$ cat config.mk
export PLATFORM = sky130hd
export DESIGN_NAME = sigseq_top
export DESIGN_NICKNAME = d
export VERILOG_FILES = /design/src/rtl/sigseq_pkg.sv /design/src/rtl/sigseq_transition.sv /design/src/rtl/sigseq_commands.sv /design/src/rtl/sigseq_top.sv
export SDC_FILE = /design/constraint.sdc
export NUM_CORES = 1
export LEC_CHECK = 0
export BUFFER_PORTS_ARGS = -buffer_cell sky130_fd_sc_hd__clkbuf_2
export CAP_MARGIN = 40
export CORE_MARGIN = 3
export CORE_UTILIZATION = 45
export DETAILED_ROUTE_END_ITERATION = 8
export HOLD_SLACK_MARGIN = 0.06
export PLACE_DENSITY_LB_ADDON = 0.25
export SLEW_MARGIN = 20
export SYNTH_ARGS = -nofsm -noshare
export SYNTH_HDL_FRONTEND = slang
export SYNTH_SLANG_ARGS = --single-unit
export TNS_END_PERCENT = 30
$ cat constraint.sdc
create_clock -name clk -period 3.2 [get_ports clk]
set_input_delay 0.32 -clock clk [delete_from_list [all_inputs] [get_ports clk]]
set_output_delay 0.32 -clock clk [all_outputs]
set_load 0.01 [all_outputs]
$ cat src/rtl/sigseq_pkg.sv
package sigseq_pkg;
    localparam int NUM_ENG = 9;
    localparam int ENG_W   = $clog2(NUM_ENG);
    localparam int OP_W    = 2;
    localparam int CODE_W  = 3;
    localparam int STEP_W  = 5;

    typedef enum logic [OP_W-1:0] {OP_DERIVE, OP_SIGN, OP_VERIFY, OP_RSVD} op_e;

    typedef enum logic [ENG_W-1:0] {
        E_HASH, E_REDUCE, E_SMUL, E_CODEC, E_CANON, E_SMALL, E_PADD, E_NIELS, E_MULADD
    } eng_e;

    // Chain order matters: successor of a plain step is the next encoding.
    typedef enum logic [STEP_W-1:0] {
        ST_IDLE,
        ST_K_HASH, ST_K_REDUCE, ST_K_MUL, ST_K_CMP,
        ST_S_NHASH, ST_S_NREDUCE, ST_S_RMUL, ST_S_RCMP, ST_S_CHASH, ST_S_CREDUCE, ST_S_MULADD,
        ST_V_CANON, ST_V_DEC_A, ST_V_SMALL_A, ST_V_IDENT_A, ST_V_DEC_R, ST_V_SMALL_R,
        ST_V_IDENT_R, ST_V_HASH, ST_V_KREDUCE, ST_V_SMUL, ST_V_KMUL, ST_V_NIELS, ST_V_ADD,
        ST_V_CMP,
        ST_RESULT
    } step_e;

    typedef enum logic [1:0] {PH_ISSUE, PH_WAIT, PH_DONE} phase_e;

    localparam logic [CODE_W-1:0] RC_OK       = 3'd0;
    localparam logic [CODE_W-1:0] RC_ENCODING = 3'd1;
    localparam logic [CODE_W-1:0] RC_DECODE   = 3'd2;
    localparam logic [CODE_W-1:0] RC_SMALL    = 3'd3;
    localparam logic [CODE_W-1:0] RC_MISMATCH = 3'd4;
    localparam logic [CODE_W-1:0] RC_FAULT    = 3'd5;

    // Status seen by the transition kernel: no data, only control.
    typedef struct packed {
        step_e  step;
        phase_e phase;
        logic   err;
        op_e    op;
        logic   cached;
    } seq_status_t;

    typedef struct packed {
        step_e             step;
        phase_e            phase;
        logic              err;
        op_e               op;
        logic              cached;
        logic [CODE_W-1:0] code;
    } seq_regs_t;

    function automatic eng_e engine_of(step_e s);
        case (s)
            ST_K_HASH, ST_S_NHASH, ST_S_CHASH, ST_V_HASH:        return E_HASH;
            ST_K_REDUCE, ST_S_NREDUCE, ST_S_CREDUCE, ST_V_KREDUCE: return E_REDUCE;
            ST_K_MUL, ST_S_RMUL, ST_V_SMUL, ST_V_KMUL:          return E_SMUL;
            ST_V_CANON:                                         return E_CANON;
            ST_V_SMALL_A, ST_V_SMALL_R:                         return E_SMALL;
            ST_V_ADD:                                           return E_PADD;
            ST_V_NIELS:                                         return E_NIELS;
            ST_S_MULADD:                                        return E_MULADD;
            default:                                            return E_CODEC;
        endcase
    endfunction

    function automatic logic uses_engine(step_e s);
        return (s != ST_IDLE) && (s != ST_RESULT);
    endfunction

    function automatic logic is_decode(step_e s);
        return (s == ST_V_DEC_A) || (s == ST_V_DEC_R);
    endfunction

    function automatic logic [CODE_W-1:0] fail_code(step_e s);
        case (s)
            ST_V_CANON:                                          return RC_ENCODING;
            ST_V_DEC_A, ST_V_DEC_R:                              return RC_DECODE;
            ST_V_SMALL_A, ST_V_IDENT_A, ST_V_SMALL_R, ST_V_IDENT_R: return RC_SMALL;
            ST_V_CMP:                                            return RC_MISMATCH;
            default:                                             return RC_FAULT;
        endcase
    endfunction
endpackage

$ cat src/rtl/sigseq_transition.sv
module sigseq_transition
    import sigseq_pkg::*;
(
    input  seq_status_t stat,
    input  logic        cmd_valid,
    input  op_e         cmd_op,
    input  logic        ack,
    output step_e       step_next,
    output logic        accept
);
    always_comb begin
        step_next = stat.step;
        accept    = 1'b0;
        case (stat.step)
            ST_IDLE: begin
                if (cmd_valid && cmd_op != OP_RSVD) begin
                    accept = 1'b1;
                    case (cmd_op)
                        OP_VERIFY: step_next = ST_V_CANON;
                        OP_SIGN:   step_next = stat.cached ? ST_S_NHASH : ST_K_HASH;
                        default:   step_next = ST_K_HASH;
                    endcase
                end
            end
            ST_RESULT: begin
                if (ack) step_next = ST_IDLE;
            end
            default: begin
                if (stat.phase == PH_DONE) begin
                    if (stat.err) begin
                        step_next = ST_RESULT;
                    end else begin
                        case (stat.step)
                            ST_K_CMP:              step_next = (stat.op == OP_SIGN) ? ST_S_NHASH : ST_RESULT;
                            ST_S_MULADD, ST_V_CMP: step_next = ST_RESULT;
                            default:               step_next = step_e'(stat.step + 5'd1);
                        endcase
                    end
                end
            end
        endcase
    end
endmodule

$ cat src/rtl/sigseq_commands.sv
module sigseq_commands
    import sigseq_pkg::*;
(
    input  step_e              step,
    input  phase_e             phase,
    output logic [NUM_ENG-1:0] req,
    output logic               decode_mode
);
    eng_e sel;
    logic active;

    assign sel         = engine_of(step);
    assign active      = uses_engine(step) && (phase == PH_ISSUE);
    assign decode_mode = is_decode(step);

    for (genvar i = 0; i < NUM_ENG; i++) begin : g_req
        assign req[i] = active && (sel == eng_e'(ENG_W'(i)));
    end
endmodule

$ cat src/rtl/sigseq_top.sv
module sigseq_top
    import sigseq_pkg::*;
(
    input  logic               clk,
    input  logic               rst_n,
    input  logic               cmd_valid,
    input  logic [OP_W-1:0]    cmd_op,
    output logic               cmd_ready,
    output logic [NUM_ENG-1:0] eng_req,
    output logic               codec_decode,
    input  logic [NUM_ENG-1:0] eng_ready,
    input  logic [NUM_ENG-1:0] eng_done,
    input  logic [NUM_ENG-1:0] eng_err,
    output logic               key_cached,
    output logic               result_valid,
    output logic [CODE_W-1:0]  result_code,
    input  logic               result_ack
);
    seq_regs_t   r_d, r_q;
    seq_status_t stat;
    step_e       step_next;
    logic        accept;
    eng_e        sel;

    assign stat = '{step: r_q.step, phase: r_q.phase, err: r_q.err, op: r_q.op, cached: r_q.cached};
    assign sel  = engine_of(r_q.step);

    sigseq_transition u_trans (
        .stat      (stat),
        .cmd_valid (cmd_valid),
        .cmd_op    (op_e'(cmd_op)),
        .ack       (result_ack),
        .step_next (step_next),
        .accept    (accept)
    );

    sigseq_commands u_cmds (
        .step        (r_q.step),
        .phase       (r_q.phase),
        .req         (eng_req),
        .decode_mode (codec_decode)
    );

    // Register-update kernel: completions and result data captured here.
    always_comb begin
        r_d      = r_q;
        r_d.step = step_next;
        if (accept) begin
            r_d.op    = op_e'(cmd_op);
            r_d.phase = PH_ISSUE;
            r_d.err   = 1'b0;
        end else if (uses_engine(r_q.step)) begin
            case (r_q.phase)
                PH_ISSUE: if (eng_ready[sel]) r_d.phase = PH_WAIT;
                PH_WAIT: begin
                    if (eng_done[sel]) begin
                        r_d.phase = PH_DONE;
                        r_d.err   = eng_err[sel];
                    end
                end
                default: begin
                    r_d.phase = PH_ISSUE;
                    if (!r_q.err && r_q.step == ST_K_CMP) r_d.cached = 1'b1;
                    if (step_next == ST_RESULT) r_d.code = r_q.err ? fail_code(r_q.step) : RC_OK;
                end
            endcase
        end
    end

    always_ff @(posedge clk) begin
        if (!rst_n) begin
            r_q <= '{step: ST_IDLE, phase: PH_ISSUE, err: 1'b0, op: OP_DERIVE, cached: 1'b0, code: RC_OK};
        end else begin
            r_q <= r_d;
        end
    end

    assign cmd_ready    = (r_q.step == ST_IDLE);
    assign result_valid = (r_q.step == ST_RESULT);
    assign result_code  = r_q.code;
    assign key_cached   = r_q.cached;

    a_r8_single_request: assert property (@(posedge clk) disable iff (!rst_n)
        $onehot0(eng_req));

    for (genvar i = 0; i < NUM_ENG; i++) begin : g_chk
        a_r8_hold_until_ready: assert property (@(posedge clk) disable iff (!rst_n)
            eng_req[i] && !eng_ready[i] |=> eng_req[i]);
        a_r8_drop_after_accept: assert property (@(posedge clk) disable iff (!rst_n)
            eng_req[i] && eng_ready[i] |=> !eng_req[i]);
        // Input assumption: done only from the engine that is awaited.
        a_r8_done_when_awaited: assert property (@(posedge clk) disable iff (!rst_n)
            eng_done[i] |-> (r_q.phase == PH_WAIT) && (sel == eng_e'(ENG_W'(i))));
    end

    a_r11_done_registered: assert property (@(posedge clk) disable iff (!rst_n)
        (|eng_done) |=> (eng_req == '0));

    a_r9_result_held: assert property (@(posedge clk) disable iff (!rst_n)
        result_valid && !result_ack |=> result_valid && $stable(result_code));

    a_r9_release_to_idle: assert property (@(posedge clk) disable iff (!rst_n)
        result_valid && result_ack |=> cmd_ready);

    a_r4_cache_set: assert property (@(posedge clk) disable iff (!rst_n)
        (r_q.step == ST_K_CMP) && (r_q.phase == PH_DONE) && !r_q.err |=> key_cached);

    a_r4_cache_sticky: assert property (@(posedge clk) disable iff (!rst_n)
        key_cached |=> key_cached);

    a_r6_error_ends: assert property (@(posedge clk) disable iff (!rst_n)
        (r_q.phase == PH_DONE) && r_q.err |=> result_valid && (result_code != RC_OK));
endmodule

Word-level counts from Yosys, hierarchy flattened --
Memory sizes are Yosys's and may differ from the RTL's. A register that Yosys moved wholly into a read port is not among the register bits. Index checks and enable logic that the tools add are counted.
Operators by class: add/sub/neg operators 1, $lt $le $gt $ge 1, eq/ne operators 24, multiplexer cells 24, bitwise operators 3, reduce and logical (&&, ||, !) cells 26
Operators by type and width (number):
- 5-bit 2-to-1 mux | 8
- 5-bit one-hot mux with 2 select lines | 3
- 5-bit == test, second input constant | 4
- 4-bit by 3-bit == test with 1-bit output, second input constant | 4
- 1-bit logical AND | 13
- 1-bit binary-select mux with 4-bit select | 3
- 5-bit by 4-bit == test with 1-bit output, second input constant | 2
- 3-bit 2-to-1 mux | 3
- 4-bit by 2-bit == test with 1-bit output, second input constant | 2
- 4-bit AND reduction | 2
- 2-bit by 1-bit == test with 1-bit output, second input constant | 3
- 2-bit inequality test, second input constant | 3
- 3-bit AND reduction | 2
- 2-bit OR reduction | 3
- 5-bit by 1-bit adder with 5-bit output, second input constant | 1
- 5-bit by 3-bit == test with 1-bit output, second input constant | 1
- 5-bit zero test | 1
- 4-bit by 5-bit less-than comparator with 1-bit output, second input constant | 1
- 1-bit 2-to-1 mux | 5
- 5-bit inequality test, second input constant | 1
- 5-bit nonzero test | 1
- 2-bit == test, second input constant | 2
- 4-bit by 1-bit == test with 1-bit output, second input constant | 1
- 4-bit == test, second input constant | 1
- 7 further kinds | 9
Storage, ports and cells: register bits 14, bits in read-only memories 352, bits of input ports 33, output and inout bits 16, logic and storage cells 88, memories kept 3
Memories:
- (name not given) | depth 32, bits a word 4, rd ports 1, clocked after memory_dff 1, write ports 0, RTL line sigseq_pkg.sv:53 | case (s)
- (name not given) | depth 32, bits a word 4, rd ports 1, clocked after memory_dff 1, write ports 0, RTL line sigseq_pkg.sv:53
- (name not given) | depth 32, bits a word 3, rd ports 1, clocked after memory_dff 1, write ports 0, RTL line sigseq_pkg.sv:75 | case (s)

Depth between registers and ports, before layout --
Gate-level depths: netlist (run 1).
depth after elaboration 8, depth in mapped cells 14, gate-level depth less buffers 13

Cells and area by module --
A second synthesis (run 1) with hierarchy kept.
Second synthesis, totals: cell total of the unflattened synthesis 263, area total of the unflattened synthesis 2197.1 um^2
Modules (own cells, without submodules):
- sigseq_top | times used 1, cells each 143, area each 1283.7 um^2, sequential area each 420.4 um^2
- sigseq_commands | times used 1, cells each 58, area each 457.9 um^2, sequential area each 0.0 um^2
- sigseq_transition | times used 1, cells each 62, area each 455.4 um^2, sequential area each 0.0 um^2

Worst setup path before layout (run 1) --
Ideal clock, no wire load.
path kind flip-flop to flip-flop, start register r_q[10] (netlist name), end register u_cmds.sel[1] (netlist name), setup time 0.121 ns, data arrival time 2.662 ns, required time 3.079 ns, path slack 0.417 ns, stages on the path, launching flop included 14, buffers on the path 1, clock period less this slack 2.783 ns, path through dfxtp_1 > inv_1 > ha_1 > mux2_4 > a311oi_4 > a221oi_1 > a211oi_2 > buf_6 > and2_1 > inv_1 > ha_1 > mux2_2 > o22ai_1 > a21oi_1
Between the ends: word-level cells in the longest chain between the ends 7, elaborated cells between the ends (all ways) 14, those cells by class 1 x add/sub; 4 x eq/ne; 7 x mux; 2 x reduce/logical
Ends and longest elaborated chain:
- start, declared | RTL line sigseq_top.sv:19 | seq_regs_t r_d, r_q;
- start signal, assigned | RTL line sigseq_top.sv:72 | r_q <= '{step: ST_IDLE, phase: PH_ISSUE, err: 1'b0, op: OP_DERIVE, cached: 1'b0, code: RC_OK};
- start signal, assigned | RTL line sigseq_top.sv:74 | r_q <= r_d;
- parallel branches: the longest is 5 deep, another holds 5-bit by 1-bit adder with 5-bit output
- 5-bit one-hot mux with 2 select lines * | RTL line sigseq_transition.sv:14 | case (stat.step)
- 5-bit 2-to-1 mux (no line) *
Mark *: on every way between the ends. A chain may end at the register's enable or synchronous reset.

Final worst setup path (run 1) --
start register r_q[9] (netlist name), end register u_cmds.sel[2] (netlist name)
Between the ends: word-level cells in the longest chain between the ends 7, elaborated cells between the ends (all ways) 14, those cells by class 1 x add/sub; 4 x eq/ne; 7 x mux; 2 x reduce/logical
Ends and longest elaborated chain (RTL line):
- parallel branches: the longest is 5 deep, another holds 5-bit by 1-bit adder with 5-bit output
- 5-bit one-hot mux with 2 select lines * | sigseq_transition.sv:14
- 5-bit 2-to-1 mux (no line) *
Marks and branches as above.

==> results of run 1 <==
how the worst min path moves through the flow:
stage | to | slack (ns) | cells past startpoint
CTS | r_q[4] | 0.36 | 3
floorplan | r_q[5] | 0.44 | 2
detailed placement | r_q[5] | 0.46 | 2
global route | r_q[5] | 0.38 | 3
global placement | r_q[5] | 0.45 | 2
finish | r_q[4] | 0.37 | 3
layer usage:
layer | vias up | global-route usage | share of wire
li1 | 884 | - | -
met1 | 788 | 0.253 | 0.45
met5 | - | 0 | 0
met2 | 62 | 0.286 | 0.46
met4 | 0 | 0.0277 | 0.0072
met3 | 4 | 0.0417 | 0.078
area by class of cell:
class                           instances  share of cell area
Clock buffer                            3              0.0193
Clock inverter                          1             0.00234
Inverter                               20              0.0374
Multi-Input combinational cell        164               0.593
Sequential cell                        21               0.197
Tap cell                               48              0.0281
Timing Repair Buffer                   51               0.123
cells in the final DEF (no fill, tap or decap), types with 8 or more instances in the layout:
cell type,instances
inv_1,19
nand2_1,14
dfxtp_1,21
nand3_1,13
nor2_1,16
nand2b_1,8
clkbuf_2,48
ha_1,11
a21boi_0,8
power by group:
group          switching [mW]  total [mW]  internal (mW)
clock network          0.0847       0.171         0.0867
logic                   0.560       0.978          0.418
registers              0.0747       0.373          0.299
total                   0.720        1.52          0.803
worst reg2reg max path, delay by kind of cell, from the launching register on:
family,cells,cell delay [ns]
adders and majority gates,1,0.23
and+or+nand+nor,3,0.88
AOI/OAI and AO/OA,4,1.14
DFF,1,0.37
buffers and inverters,2,0.25
cells by family after synthesis:
| kind of cell | count (synthesis) | synth area share |
|---|---|---|
| compound gates | 51 | 0.220 |
| xor+xnor | 1 | 0.00472 |
| fa+ha+maj | 11 | 0.0741 |
| buf+inv | 34 | 0.0903 |
| flops | 21 | 0.226 |
| mux | 12 | 0.108 |
| simple gates | 89 | 0.276 |
through the flow:
step	total power [mW]	instance area, sq um	setup slack, ns	utilization	cells
global route	1.65	2140	0.0614	0.559	308
global placement	1.35	2090	0.276	0.547	304
floorplan	1.16	1860	0.417	-	219
detailed placement	1.35	2090	0.300	0.547	304
finish	1.52	2140	0.228	0.559	308
CTS	1.52	2140	0.255	0.559	308
==> out/results.tsv, run 1 <==
metric	value	unit
outcome	complete, no violations	
Synth top cells by count	dfxtp_1 (21), inv_1 (19), nor2_1 (16), nand2_1 (14), nand3_1 (13)	
max incr delay on CP	0.52	ns
First-pass DRT Iterations	4	
number of global-route vias before repair	1617	
WP buf/inv	2	
peak supply drop	371	uV
post-cts resize count	0	
H-tree Lvls	1	
leakage	0.960	nW
setup TNS	0	ns
cell taking the most area after synthesis	dfxtp_1	
endpoints failing setup	0	
storage element area	420	sq um
Synth Warn #	0	
CP max FO	16	
unrepaired setup endpoints after global routing	false	
largest net degree at the start of global routing	21	
post-CTS setup buffers	0	
worst rel slew slack	0.628	
gpl congestion	0.870	
crit-path cells	inv_1, ha_1, or4b_4, clkinv_4, nand2_1, o31a_1, a31oi_4, or2_2, o21ai_0, a32o_1	
power density over the cells	712	nW/um^2
post-synthesis cell count	219	
full die area	4930	sq um
Post-DRT Antenna Nets	0	
Seq cells post-synth	21	
Hold Fails Final Rpt	0	
worst reg-to-reg path cell count	10	
Post-synth EDFFs	0	
row count	22	
total number of vias	1738	
crit end category	register	
Multi-input gate area	1270	sq um
GRT overflow	0	
TritonCTS Buffers	3	
Setup Crit Path Kind	reg2reg	
root buffer cell	clkbuf_8	
wire length of the first global-routing pass	7480	um
sequential fraction of the synthesis area	0.226	
min Tclk post-route	2.97	ns
worst hold path type	in2reg	
Fmax	336	MHz
most common cell in the netlist	dfxtp_1	
Fin Hold WS	0.366	ns
asr flop ratio synth	0	
DP HPWL	3410	um
layout cell share with drive strength beyond 1	0.304	
CP required	3.35	ns
Synth Flop Type	dfxtp_1	
Synth area leaders	dfxtp_1 (23%), ha_1 (7.4%), mux4_2 (7.3%)	
clk slew on worst S/H paths	0.08	ns
max-cap violation count	0	
WP depth	10	
Slowest cell on crit path	or4b_4	
P&R area growth vs syn	15.2	%
CTS Hold Bufs	0	
Post-route DRC	0	
DRT iter0 DRCs	139	
Startpoint Class	register	
Clock Latency Late Sink	0.26	ns
IO buf count	48	
wire per inst	14.0	um
Final Cycle Share	0.929	
die height	70.2	um
Clock Path Buffers	2	
Least-Margin Pin Slew	0.557	ns
final clock skew	0.00453	ns
Worst Setup SP	r_q[9]	
worst hold start	cmd_op[0]	
FF-to-FF End	u_cmds.sel[2]	
worst r2r src	r_q[9]	
Synth top area share	0.226	
R2R setup slack	0.23	ns
Starting Density	0.485	
area of the core	3830	sq um
NumNets Final	305	
Inserted Diodes	0	
Avg Vias per Cell	5.64	
Slew Viols, Final	0	
initial antenna violation count	0	
syn_area_per_cell	8.48	sq um
CP Capture Point	u_cmds.sel[2]	
clock sinks	21	
delay-heaviest family, CP	compound AO/OA/AOI/OAI gates	
Yosys cell types	63	
TritonCTS clock tree	done	
Total GRT Usage	0.180	
WP data arrival	3.12	ns
drt total wl	4310	um
I/O pin cnt	49	
chip width	70.2	um
post-synth net total	263	
Filler Cell Count	359	
Cell Area, Synth	1860	sq um
No activity file was read; power rests on OpenSTA's default activity.
==> inputs of run 2 (changes only) <==
--- a/config.mk
+++ b/config.mk
@@ -12,6 +12,7 @@
 export DETAILED_ROUTE_END_ITERATION = 8
 export HOLD_SLACK_MARGIN = 0.06
 export PLACE_DENSITY_LB_ADDON = 0.25
+export RECOVER_POWER = 100
 export SLEW_MARGIN = 20
 export SYNTH_ARGS = -nofsm -noshare
 export SYNTH_HDL_FRONTEND = slang
==> run 2 against run 1 <==
  * Clock power about the same
  * Sequential power about the same
  * Critical path type unchanged
  * Sequential share of layout area up 0.22 points
  * Cell count unchanged
  * Combinational power down 0.6%
  * Fmax down 0.49%
  * Clock skew about the same
  * Worst hold slack better by 0.0014 ns
  * Setup slack worse by 0.015 ns
  * Utilization down 0.62 points
  * Flip-flop and latch count unchanged
  * Non-clock buffer count unchanged
==> out/results.tsv, run 2 (synthesis gave the netlist of run 1 again) <==
metric	value	unit
outcome	complete, no violations	
Total GRT Usage	0.180	
endpoints failing setup	0	
First-pass DRT Iterations	4	
crit end category	register	
post-layout util	0.553	
Logic pwr share	0.641	
drt total wl	4330	um
IO buf count	48	
wire length of the first global-routing pass	7480	um
clk slew on worst S/H paths	0.08	ns
root buffer cell	clkbuf_8	
area of the core	3830	sq um
Fin Hold WS	0.367	ns
full die area	4930	sq um
leakage	0.887	nW
Avg Vias per Cell	5.62	
H-tree Lvls	1	
WP data arrival	3.14	ns
worst hold path type	in2reg	
wire per inst	14.1	um
layout cell share with drive strength beyond 1	0.242	
post-cts resize count	0	
Switch Pwr	0.721	mW
placed insts	304	
DRT iter0 DRCs	103	
row count	22	
Final Cycle Share	0.933	
worst rel slew slack	0.634	
Clk pwr share	0.113	
Post-DRT Antenna Nets	0	
switch share	0.476	
P&R area growth vs syn	13.9	%
leading cell type in the layout, fill and taps excluded	clkbuf_2	
CP required	3.35	ns
sequential fraction of design power	0.246	
Clock Latency Late Sink	0.26	ns
Post-route DRC	0	
CP max FO	16	
Least-Margin Pin Slew	0.548	ns
Clock Path Buffers	2	
cell internal pwr	0.794	mW
commonest cells after routing, fill and taps aside	clkbuf_2 (34), dfxtp_1 (21), inv_1 (19), nor2_1 (16)	
peak supply drop	370	uV
Starting Density	0.485	
gpl congestion	0.870	
Filler Cell Count	370	
initial antenna violation count	0	
GRT overflow	0	
Startpoint Class	register	
Setup Crit Path Kind	reg2reg	
min Tclk post-route	2.99	ns
max-cap violation count	0	
Fmax	335	MHz
unrepaired setup endpoints after global routing	false	
CTS Hold Bufs	0	
DP HPWL	3410	um
Hold Fails Final Rpt	0	
Slew Viols, Final	0	
NumNets Final	305	
Final Total Pwr	1.52	mW
TritonCTS Buffers	3	
TritonCTS clock tree	done	
final clock skew	0.00417	ns
non-filler cells, final	308	
final setup margin	0.213	ns
final instance area	2110	sq um
setup TNS	0	ns
I/O pin cnt	49	
clock sinks	21	
number of global-route vias before repair	1617	
Place WS	0.300	ns
total number of vias	1732	
Post-DP Area	2090	sq um
die height	70.2	um
post-CTS setup buffers	0	
Inserted Diodes	0	
largest net degree at the start of global routing	21	
power density over the cells	717	nW/um^2
chip width	70.2	um
-- run 2: changes by cell type in the layout (fill, tap and decap cells not counted) --
| cell | change |
|---|---|
| clkbuf_2 | -14 |
| clkbuf_1 | +14 |
| nand4b_2 | -1 |
| nand4b_1 | +1 |
| or2_0 | +1 |
| or2_2 | -1 |
-- run 2: path summary, 6_finish.rpt --
| check | start | endpoint | slack [ns] | cells past startpoint |
|---|---|---|---|---|
| worst max-delay path | r_q[9] | u_cmds.sel[2] | 0.21 | 10 |
| worst min-delay path | cmd_op[0] | r_q[4] | 0.37 | 3 |
| worst max register to register | r_q[9] | u_cmds.sel[2] | 0.21 | 10 |
| worst min register to register | r_q[5] | r_q[5] | 0.46 | 2 |
-- run 2: layer usage --
metal	share of wire	up-vias	global-route usage
li1	-	883	-
met1	0.46	792	0.253
met2	0.46	53	0.286
met3	0.069	4	0.0417
met4	0.0072	0	0.0277
met5	0	-	0
-- run 2: critical path, stage by stage, from the launching register on --
cell	delay [ns]
dfxtp_1	0.37
inv_1	0.15
ha_1	0.23
or4b_4	0.52
clkinv_4	0.10
nand2_1	0.13
o31a_1	0.38
a31oi_4	0.42
or2_2	0.22
o21ai_0	0.09
a32o_1	0.27
-- run 2: power by group through the flow --
stage	registers [mW]	clock network [mW]	logic (mW)
after floorplan	0.335	0	0.827
after global placement	0.381	0	0.972
after detailed placement	0.380	0	0.967
after CTS	0.374	0.174	0.970
after global routing	0.386	0.192	1.07
final	0.372	0.171	0.972
-- run 2: area by class of cell --
type,instances,area [sq um],area share
Multi-Input combinational cell,164,1260,0.597
Sequential cell,21,420,0.199
Timing Repair Buffer,51,245,0.116
Inverter,20,80.1,0.0379
Tap cell,48,60.1,0.0284
Clock buffer,3,41.3,0.0195
Clock inverter,1,5.00,0.00237
==> inputs of run 3 (changes only) <==
--- a/config.mk
+++ b/config.mk
@@ -16,5 +16,6 @@
 export SLEW_MARGIN = 20
 export SYNTH_ARGS = -nofsm -noshare
 export SYNTH_HDL_FRONTEND = slang
+export SYNTH_HIERARCHICAL = 1
 export SYNTH_SLANG_ARGS = --single-unit
 export TNS_END_PERCENT = 30
==> run 3 against run 2 <==
  * Worst hold slack improved by 0.022 ns
  * Critical endpoint is now sel[0]
  * Sequential power shrank 6.5%
  * Clock skew is 0.0016 ns higher
  * Fmax fell by 2.7%
  * Register-to-register slack lost 0.08 ns
  * Synthesized cell count increased by 20%
  * Die area rose by 17%
  * Power fell by 11%
  * Utilization about the same
  * Setup slack worse by 0.082 ns
  * Clock power is essentially flat
  * Area after synthesis grew 18%
==> out/results.tsv, run 3 <==
metric	value	unit
post-layout util	0.552	
final clock skew	0.00582	ns
cell taking the most area after synthesis	dfxtp_1	
Clock Latency Late Sink	0.26	ns
crit end category	register	
Synth Area in Compound Gates	0.219	
full die area	5760	sq um
Synth top cells by count	dfxtp_1 (21), nand2_1 (21), ha_1 (20), inv_1 (18), nor2_1 (18)	
First-pass DRT Iterations	4	
clock sinks	21	
area of the core	4530	sq um
Synth Flop Type	dfxtp_1	
P&R area growth vs syn	14.0	%
Hold Fails Final Rpt	0	
wire length of the first global-routing pass	8010	um
Worst Hold Depth	3	
Synth top area share	0.191	
Least-Margin Pin Slew	0.482	ns
GRT overflow	0	
storage element area	420	sq um
worst hold path type	in2reg	
Multi-input gate area	1590	sq um
post-synthesis cell count	263	
post-synth net total	316	
IO buf count	48	
number of global-route vias before repair	1759	
Synth Warn #	6	
Seq cells post-synth	21	
Post-DRT Antenna Nets	0	
max-cap violation count	0	
Clock Path Buffers	2	
Slew Viols, Final	0	
largest family of logic cells by synthesized area	simple AND/OR/NAND/NOR gates	
leakage	1.04	nW
Filler Cell Count	432	
Final Cycle Share	0.959	
Starting Density	0.485	
Cell Area, Synth	2200	sq um
Yosys cell types	65	
die height	75.9	um
placed insts	370	
min Tclk post-route	3.07	ns
XOR/XNOR Fraction of Synth Area	0	
FF-to-FF End	sel[0]	
simple-gate portion of the synthesized area	0.278	
R2R setup slack	0.13	ns
Post-synth EDFFs	0	
crit-path cells	inv_1, ha_1, or4b_4, and2_4, a221o_1, and3_1, and2_2, ha_1, o21ai_0, o221ai_1, a21o_1	
adder-cell share of the synthesized area	0.114	
Worst Hold End	r_q[4]	
Startpoint Class	register	
worst reg-to-reg path cell count	11	
non-filler cells, final	374	
setup TNS	0	ns
mux cell area share after synthesis	0.113	
worst hold start	cmd_op[0]	
unrepaired setup endpoints after global routing	false	
TritonCTS Buffers	3	
NumNets Final	363	
max incr delay on CP	0.49	ns
CTS Hold Bufs	0	
outcome	complete, no violations	
clk slew on worst S/H paths	0.08	ns
CP max FO	9	
peak supply drop	396	uV
WP buf/inv	1	
syn_area_per_cell	8.35	sq um
DP HPWL	4010	um
chip width	75.9	um
commonest cells after routing, fill and taps aside	clkbuf_2 (37), dfxtp_1 (21), nand2_1 (20), ha_1 (20)	
gpl congestion	0.929	
Avg Vias per Cell	5.62	
TritonCTS clock tree	done	
Fin Hold WS	0.389	ns
I/O pin cnt	49	
Post-route DRC	0	
drt total wl	5090	um
root buffer cell	clkbuf_8	
asr flop ratio synth	0	
worst r2r src	r_q[9]	
layout cell share with drive strength beyond 1	0.223	
initial antenna violation count	0	
endpoints failing setup	0	
row count	24	
Setup Crit Path Kind	reg2reg	
Crit path top cell by count	ha_1	
largest net degree at the start of global routing	24	
Total GRT Usage	0.179	
WP data arrival	3.22	ns
power density over the cells	540	nW/um^2
Synth area leaders	dfxtp_1 (19%), ha_1 (11%), mux2i_1 (4.1%)	
leading cell type in the layout, fill and taps excluded	clkbuf_2	
CP required	3.35	ns
H-tree Lvls	1	
worst rel slew slack	0.674	
DRT iter0 DRCs	131	
Inserted Diodes	0	
delay-heaviest family, CP	simple AND/OR/NAND/NOR gates	
Slowest cell on crit path	or4b_4	
total number of vias	2102	
Fmax	326	MHz
wire per inst	13.6	um
sequential fraction of the synthesis area	0.191	
run 3: cell types whose count changed after synthesis, moves of 6 or more:
cell	before	now
a21oi_1	6	12
ha_1	11	20
nand2_1	14	21
nand3_1	13	5
nor2b_1	3	12
run 3: metrics by stage:
stage / instance area, sq um / power (mW) / setup slack (ns)
after detailed placement: 2480 / 1.19 / 0.170
final: 2500 / 1.35 / 0.131
after CTS: 2520 / 1.36 / 0.134
after floorplan: 2200 / 1.03 / 0.236
after global placement: 2480 / 1.18 / 0.242
after global routing: 2500 / 1.47 / 0.00328
run 3: tightest hold or removal path, delay by kind of cell:
family,cells,cell delay [ns]
buffers and inverters,1,0.12
AND/OR/NAND/NOR,1,0.10
multiplexers,1,0.07
run 3: logic make-up after synthesis:
logic type	Yosys count
AO/OA/AOI/OAI	62
adder cells (fa/ha/maj)	20
buffers and inverters	34
flip-flops	21
multiplexers	18
AND/OR/NAND/NOR	108
run 3: repair_timing:
action	in CTS	in global routing
setup buffers	0	0
endpoints found under the setup margin	0	7
resized for setup	0	4
run 3: cell type report:
class,count,share of cell area
flip-flops and latches,21,0.168
repair buffers,58,0.119
multi-input cells,208,0.636
inverters,18,0.0270
well taps,65,0.0325
clock buffers,4,0.0180
run 3: power breakdown:
part | leakage (nW) | internal, mW | switching (mW)
clock | 0.0228 | 0.0887 | 0.0849
combinational | 0.851 | 0.381 | 0.450
sequential | 0.171 | 0.293 | 0.0555
total | 1.04 | 0.762 | 0.591
run 3: worst max path at each step:
stage                                end  slack [ns]  depth (start not counted)   start
after floorplan                   sel[0]        0.24                         12  r_q[9]
after global placement    result_code[1]        0.24                         10  r_q[9]
after detailed placement          sel[0]        0.17                         11  r_q[9]
after CTS                         sel[0]        0.13                         11  r_q[9]
after global routing              sel[2]       0.003                         13  r_q[9]
final                             sel[0]        0.13                         11  r_q[9]
run 3: layer usage:
metal	GRT usage	vias to the layer above	share of wire
met1	0.250	981	0.48
met3	0.0369	4	0.067
met4	0.0350	0	0.0067
met2	0.284	60	0.45
li1	-	1057	-
met5	0	-	0
